File: config.mk
export PLATFORM = sky130hd
export DESIGN_NAME = const_acc
export DESIGN_NICKNAME = d
export VERILOG_FILES = /design/src/rtl/cacc_pkg.sv /design/src/rtl/cacc_step.sv /design/src/rtl/cacc_ctx.sv /design/src/rtl/cacc_commit.sv /design/src/rtl/const_acc.sv
export SDC_FILE = /design/constraint.sdc
export NUM_CORES = 1
export LEC_CHECK = 0
export CAP_MARGIN = 20
export CELL_PAD_IN_SITES_DETAIL_PLACEMENT = 0
export CELL_PAD_IN_SITES_GLOBAL_PLACEMENT = 1
export CORE_MARGIN = 8
export CORE_UTILIZATION = 37
export DETAILED_ROUTE_END_ITERATION = 8
export PLACE_DENSITY_LB_ADDON = 0.3
export SLEW_MARGIN = 20
export SYNTH_ARGS = -nofsm -noshare
export SYNTH_HDL_FRONTEND = slang
export SYNTH_SLANG_ARGS = --single-unit
export TNS_END_PERCENT = 50
File: constraint.sdc
create_clock -name clk -period 1.5 [get_ports clk]
set_clock_uncertainty 0.05 [all_clocks]
set_input_delay 0.15 -clock clk [delete_from_list [all_inputs] [get_ports clk]]
set_output_delay 0.15 -clock clk [all_outputs]
set_load 0.01 [all_outputs]
File: src/rtl/cacc_pkg.sv
package cacc_pkg;

   typedef enum logic [1:0] {
      STEP_SHIFT = 2'd0,
      STEP_ZX16  = 2'd1,
      STEP_ZX32  = 2'd2,
      STEP_CLEAR = 2'd3
   } step_e;

   // number of low halfword slots that survive a step of the given kind
   function automatic int unsigned keep_slots(step_e k, int unsigned slots);
      case (k)
         STEP_SHIFT: return slots;
         STEP_ZX16:  return 1;
         STEP_ZX32:  return 2;
         default:    return 0;
      endcase
   endfunction

endpackage

File: src/rtl/cacc_step.sv
module cacc_step
   import cacc_pkg::*;
#(
   parameter int unsigned ACC_W = 64,
   parameter int unsigned IMM_W = 16,
   parameter bit          ZX_EN = 1'b1
) (
   input  logic [ACC_W-1:0] acc_i,
   input  logic [IMM_W-1:0] imm_i,
   input  logic [1:0]       mode_i,
   output logic [ACC_W-1:0] nxt_o
);
   localparam int unsigned SLOTS = ACC_W / IMM_W;

   step_e            kind;
   logic [ACC_W-1:0] shifted;
   int unsigned      keep_n;

   always_comb begin
      kind = step_e'(mode_i);
      if (!ZX_EN && (kind == STEP_ZX16 || kind == STEP_ZX32))
         kind = STEP_SHIFT;
      keep_n  = keep_slots(kind, SLOTS);
      shifted = {acc_i[ACC_W-IMM_W-1:0], imm_i};
   end

   generate
      for (genvar s = 0; s < SLOTS; s++) begin : g_slot
         always_comb begin
            if (s < keep_n)
               nxt_o[s*IMM_W +: IMM_W] = shifted[s*IMM_W +: IMM_W];
            else
               nxt_o[s*IMM_W +: IMM_W] = '0;
         end
      end
   endgenerate

endmodule

File: src/rtl/cacc_ctx.sv
module cacc_ctx #(
   parameter int unsigned ACC_W = 64
) (
   input  logic             clk,
   input  logic             rst_n,
   input  logic             ld_i,
   input  logic [ACC_W-1:0] step_i,
   input  logic             restore_i,
   input  logic [ACC_W-1:0] restore_data_i,
   input  logic             save_i,
   output logic [ACC_W-1:0] acc_o,
   output logic [ACC_W-1:0] acc_nxt_o,
   output logic             save_vld_o,
   output logic [ACC_W-1:0] save_data_o
);
   logic [ACC_W-1:0] acc_q;

   always_comb begin
      if (restore_i)
         acc_nxt_o = restore_data_i;
      else if (ld_i)
         acc_nxt_o = step_i;
      else
         acc_nxt_o = acc_q;
   end

   always_ff @(posedge clk) begin
      if (!rst_n) begin
         acc_q      <= '0;
         save_vld_o <= 1'b0;
      end else begin
         acc_q      <= acc_nxt_o;
         save_vld_o <= save_i;
      end
   end

   // save sees the pre-step value
   always_ff @(posedge clk) begin
      if (!rst_n)
         save_data_o <= '0;
      else if (save_i)
         save_data_o <= acc_q;
   end

   assign acc_o = acc_q;

endmodule

File: src/rtl/cacc_commit.sv
module cacc_commit #(
   parameter int unsigned ACC_W = 64,
   parameter int unsigned IDX_W = 6
) (
   input  logic             clk,
   input  logic             rst_n,
   input  logic             commit_i,
   input  logic [IDX_W-1:0] dst_i,
   input  logic [ACC_W-1:0] data_i,
   output logic             wr_en_o,
   output logic [IDX_W-1:0] wr_idx_o,
   output logic [ACC_W-1:0] wr_data_o
);
   always_ff @(posedge clk) begin
      if (!rst_n)
         wr_en_o <= 1'b0;
      else
         wr_en_o <= commit_i;
   end

   always_ff @(posedge clk) begin
      if (!rst_n) begin
         wr_idx_o  <= '0;
         wr_data_o <= '0;
      end else if (commit_i) begin
         wr_idx_o  <= dst_i;
         wr_data_o <= data_i;
      end
   end

endmodule

File: src/rtl/const_acc.sv
module const_acc #(
   parameter int unsigned ACC_W = 64,
   parameter int unsigned IMM_W = 16,
   parameter int unsigned IDX_W = 6,
   parameter bit          ZX_EN = 1'b1
) (
   input  logic             clk,
   input  logic             rst_n,
   input  logic             ld_i,
   input  logic [1:0]       ld_mode_i,
   input  logic [IMM_W-1:0] ld_imm_i,
   input  logic             commit_i,
   input  logic [IDX_W-1:0] commit_dst_i,
   input  logic             save_i,
   input  logic             restore_i,
   input  logic [ACC_W-1:0] restore_data_i,
   output logic             wr_en_o,
   output logic [IDX_W-1:0] wr_idx_o,
   output logic [ACC_W-1:0] wr_data_o,
   output logic             save_vld_o,
   output logic [ACC_W-1:0] save_data_o
);
   localparam int unsigned SLOTS = ACC_W / IMM_W;

   generate
      if (ACC_W % IMM_W != 0) begin : g_bad_ratio
         $error("ACC_W must be a multiple of IMM_W");
      end
      if (SLOTS < 2) begin : g_bad_slots
         $error("accumulator needs at least two halfword slots");
      end
      if (IDX_W < 1) begin : g_bad_idx
         $error("IDX_W must be at least 1");
      end
   endgenerate

   logic [ACC_W-1:0] acc_q;
   logic [ACC_W-1:0] acc_nxt;
   logic [ACC_W-1:0] step_val;

   cacc_step #(
      .ACC_W (ACC_W),
      .IMM_W (IMM_W),
      .ZX_EN (ZX_EN)
   ) u_step (
      .acc_i  (acc_q),
      .imm_i  (ld_imm_i),
      .mode_i (ld_mode_i),
      .nxt_o  (step_val)
   );

   cacc_ctx #(
      .ACC_W (ACC_W)
   ) u_ctx (
      .clk            (clk),
      .rst_n          (rst_n),
      .ld_i           (ld_i),
      .step_i         (step_val),
      .restore_i      (restore_i),
      .restore_data_i (restore_data_i),
      .save_i         (save_i),
      .acc_o          (acc_q),
      .acc_nxt_o      (acc_nxt),
      .save_vld_o     (save_vld_o),
      .save_data_o    (save_data_o)
   );

   cacc_commit #(
      .ACC_W (ACC_W),
      .IDX_W (IDX_W)
   ) u_commit (
      .clk       (clk),
      .rst_n     (rst_n),
      .commit_i  (commit_i),
      .dst_i     (commit_dst_i),
      .data_i    (acc_nxt),
      .wr_en_o   (wr_en_o),
      .wr_idx_o  (wr_idx_o),
      .wr_data_o (wr_data_o)
   );

endmodule

After elaboration in Yosys (flattened, before gate mapping)
Index checks and enable logic that the tools add are counted.

Reduce and logical (&&, ||, !) cells: 1. $lt $le $gt $ge: 4. Eq/ne operators: 2. Mux-type cells: 7.

Operator list (number): two-way mux 64 bit (2); two-way mux 16 bit (4); case mux 3 bit (3 select lines) (1); < comparator 1 x 3 -> 1 bit (first input constant) (2); < comparator 2 x 3 -> 1 bit (first input constant) (2); == test 2 x 1 -> 1 bit (second input constant) (1); == test 2 bit (second input constant) (1); zero test 2 bit (1).

Logic and storage cells: 20. Input port bits: 94. Register bits: 200. Output and inout port bits: 136.

Longest topological paths before layout
Depth after elaboration: 6. Mapped depth: 6. Gate-level depth less buffers: 3.

By module
Synthesis repeated with hierarchy kept, for this count alone.

Cells, all modules: 868. Area, all modules: 9051.2 um^2.

By module, submodules not included: cacc_ctx (area an instance 5605.4 um^2, cells each 565, times used 1, sequential area each 2582.5 um^2); cacc_commit (area an instance 2708.8 um^2, cells each 227, times used 1, sequential area each 1421.4 um^2); cacc_step (area an instance 737.0 um^2, cells each 76, times used 1, sequential area each 0.0 um^2).

Worst setup path before layout
Ideal clock, no wire load.

Kind: input port to flip-flop. From: input port ld_i. To: register u_commit.wr_data_o[22]. Stages on the path: 6. Path slack: 0.227 ns. Library setup time: 0.117 ns. Data required time: 1.333 ns. Data arrival time: 1.105 ns. Buffers on the path: 3. Cell sequence: buf_6 > nor2b_4 > buf_6 > buf_6 > a221o_1 > a32o_1.

Cells in the longest elaborated chain, start to end: 2.

Ends and longest elaborated chain: start, declared (line const_acc.sv:9) `input logic ld_i,`; two-way mux 64 bit (line cacc_ctx.sv:21) `else if (ld_i)`; two-way mux 64 bit (line cacc_ctx.sv:19) `if (restore_i)`; end signal, assigned (line cacc_commit.sv:27) `wr_data_o <= data_i;`; end, declared (line cacc_commit.sv:12) `output logic [ACC_W-1:0] wr_data_o`.

Every way passes these cells. A chain may end at the register's enable or synchronous reset.

Final worst setup path
From: input port ld_mode_i[0]. To: register u_commit.wr_data_o[0].

Cells in the longest elaborated chain, start to end: 6. Elaborated cells between the ends (all ways): 8. Classes of those cells: order compare (1); eq/ne (2); mux (4); reduce/logical (1).

Ends and longest elaborated chain: start, declared (line const_acc.sv:10) `input logic [1:0] ld_mode_i,`; == test 2 bit, or another cell as far along (line cacc_pkg.sv:12) `case (k)`; case mux 3 bit (3 select lines) * (line cacc_pkg.sv:12); < comparator 1 x 3 -> 1 bit * (line cacc_step.sv:30) `if (s < keep_n)`; two-way mux 16 bit * (line cacc_step.sv:30); two-way mux 64 bit * (line cacc_ctx.sv:21); two-way mux 64 bit * (line cacc_ctx.sv:19).

Every way passes the cells marked *; elsewhere a longest branch is shown, timed or not.

==> metrics <==
status=finished, final reports clean; number of global-route vias before repair=6,702; post-DP HPWL=17,900 um; I/O pins=230; VDD IR max=0.6542 mV; CP startpoint=ld_mode_i[0]; Pins Over Slew Limit=0; Final nets=1,082; Reg2Reg Depth=3; CTS Sinks=200; Remaining DRCs=0; WL/cell=20.62 um; post-synthesis average cell area=10.44 um^2; Synth Register Bits=200; Mapped Area=8247 um^2; first-pass GRT wire length=40,210 um; synth warn=0; Synth area leader=dfxtp_1; GRT Overall Usage=19.16%; CP bufs+invs=3; Post-DRT Antenna Nets=0; endpoints failing setup=0; Die Ht=165.3 um; DR vias/cell=5.228; Setup CP Type=in2reg; # port buffers=229; Ant. Diodes=0; Die Wd=165.3 um; crit share post-route=86.70%; CTS HTree Levels=4; pwr dens=1076 nW/um^2; Layout Cells excl Fill=1,281; Final Wtd Congestion=0.7543; CTS root buffer=clkbuf_16; Worst Hold Depth=4; Syn Inst Count=790; vias=6,697; Synth area leaders=dfxtp_1 49%, nor2b_1 13%, mux2i_1 8.5%; CP top delay family=buffers and inverters; Worst setup EP type=register; Hold Crit Start=rst_n; Hold Path Class=in2reg; clock transition at the registers of the reported paths=0.07 ns; Lkg Pwr=4.971 nW; CP max stage cell=dlygate4sd2_1; R2R Path Start=u_ctx.acc_o[44]$_SDFF_PN0_; hold slack=0.1625 ns; placed insts=1,247; ys async rst share=0%; CP arrival=1.55 ns; Crit path largest cell delay=0.44 ns; setup slack, reg-to-reg=0.26 ns; Worst Path Max Fanout=7; Worst EP required=1.75 ns; total core area=21,820 um^2; Least-Margin Pin Slew=0.5860 ns; RSZ-0062 raised after global routing=false; Critical Path Most Common Cell=buf_4; RR Endpoint=u_commit.wr_data_o[44]$_SDFFE_PN0P_; row cnt=54; final wirelength=26,410 um; EDFF count, synth=0; global-route congestion overflow total=0; register area share after synthesis=48.55%; crit path cell chain=dlygate4sd2_1 > buf_4 > nand2_1 > buf_4 > a311oi_1 > o31ai_1; share of layout cells above drive strength 1=6.194%; Starting DRT DRC Count=445; Pwr Total=0.01211 W; synth unique cells=22; CTS buffer count=17; effective utilization at floorplan=37.79%; largest net degree at the start of global routing=113; clk buf depth=2; syn_nets=884; CTS tree=yes; relative max-transition margin=60.89%; Die Area=27,320 um^2; Hold Fails Final Rpt=0; fmax=769.0 MHz; fin crit period=1.300 ns; CP startpoint kind=input port; TritonRoute pass-1 iters=5; Hold EP=u_commit.wr_en_o$_SDFF_PN0_; Synth top area share=48.55%; antenna violations before repair=0; worst skew pair latency=0.42 ns; Top FF cell, synth=dfxtp_1; max cap viols=0; P&R area growth vs syn=36.44%
-- cells by family after synthesis --
family / count (synthesis) / synth area share (%)
flip-flops: 200 / 48.55
AND/OR/NAND/NOR: 315 / 23.93
multiplexers: 70 / 8.496
buffers and inverters: 77 / 4.218
AO/OA/AOI/OAI: 128 / 14.81
-- worst max path at each step --
stage | endpoint | cells after the start
after global placement | u_commit.wr_data_o[63]$_SDFFE_PN0P_ | 4
after floorplan | u_commit.wr_data_o[22]$_SDFFE_PN0P_ | 6
final | u_commit.wr_data_o[0]$_SDFFE_PN0P_ | 6
after detailed placement | u_commit.wr_data_o[63]$_SDFFE_PN0P_ | 4
after global routing | u_commit.wr_data_o[12]$_SDFFE_PN0P_ | 6
after CTS | u_commit.wr_data_o[63]$_SDFFE_PN0P_ | 4
-- worst min-delay path, cell delays in order --
cell and delay (ns):
buf_6 0.10, nand2_2 0.08, inv_2 0.06, buf_4 0.18
-- routing by layer --
metal | track usage, % | vias up | routed length [um]
met3 | 5.702 | 15 | 1908
met2 | 30.30 | 210 | 12050
li1 | - | 3264 | -
met5 | 0 | - | 0
met1 | 25.03 | 3208 | 12100
met4 | 5.154 | 0 | 352
-- Yosys cell counts, types with 3 or more instances --
cell type / instances
dfxtp_1: 200
nor2b_1: 166
mux2i_1: 70
a32o_1: 48
and3_1: 48
nand2b_1: 48
clkbuf_1: 35
a311o_1: 32
buf_2: 29
nor2_1: 17
a221o_1: 16
a311oi_1: 16
nand3b_1: 16
nor3b_1: 16
o31ai_1: 16
buf_1: 7
buf_6: 3
inv_1: 3
-- power breakdown --
group	internal, W	switching, W	total (W)
Clock	0.00249	0.00204	0.00453
Combinational	0.000907	0.000823	0.00173
Sequential	0.00563	0.000219	0.00584
-- per-stage QoR --
step	area (um^2)	TNS (ns)	utilization [%]	worst slack [ns]
final	11250	0	51.56	0.1995
after global routing	11250	0	51.56	0.1179
after CTS	11220	0	51.43	0.0003002
after detailed placement	10800	-42.26	49.50	-0.5241
after global placement	10800	-42.09	49.50	-0.5000
after floorplan	8247	0	-	0.2272
-- cell usage in the layout, fill, tap and decap left out, types with 2 or more instances in the layout --
master | synthesis | routed
a32o_1 | 48 | 48
clkinv_4 | 0 | 4
a311o_1 | 32 | 32
clkbuf_16 | 0 | 17
nand3b_1 | 16 | 16
inv_1 | 3 | 2
clkinvlp_4 | 0 | 2
dfxtp_1 | 200 | 200
clkbuf_1 | 35 | 3
nor2_4 | 0 | 2
nor3b_1 | 16 | 16
a311oi_1 | 16 | 16
o31ai_1 | 16 | 16
dlygate4sd2_1 | 0 | 135
dlymetal6s2s_1 | 0 | 3
clkdlybuf4s50_1 | 0 | 86
mux2i_1 | 70 | 70
nand2b_1 | 48 | 48
buf_12 | 0 | 8
nor2b_1 | 166 | 166
buf_4 | 0 | 18
nor2_1 | 17 | 16
and3_1 | 48 | 48
clkbuf_8 | 0 | 4
a221o_1 | 16 | 16
-- final cells by class --
type	count	area, um^2
multi-input combinational	514	3914
sequential	200	4004
tap	280	350.3
inverter	3	11.26
fill	2101	10570
timing repair buffer	252	2392
clock inverter	8	88.84
clock buffer	24	491.7
-- flip-flops by register name, indices dropped and copies added (netlist names) --
| register | cells |
|---|---|
| u_commit.wr_data_o | 64 |
| u_ctx.acc_o | 64 |
| u_ctx.save_data_o | 64 |
| u_commit.wr_idx_o | 6 |
| u_commit.wr_en_o | 1 |
| u_ctx.save_vld_o | 1 |
-- what timing repair did --
| item | 4_1_cts | 5_1_grt |
|---|---|---|
| setup buffers | 0 | 1 |
| endpoints found under the setup margin | 198 | 31 |
| pin swaps | 0 | 1 |
| hold buffers | 0 | 0 |
| gates cloned | 1 | 0 |
| resized for setup | 136 | 3 |
(Power assumes the default switching activity.)
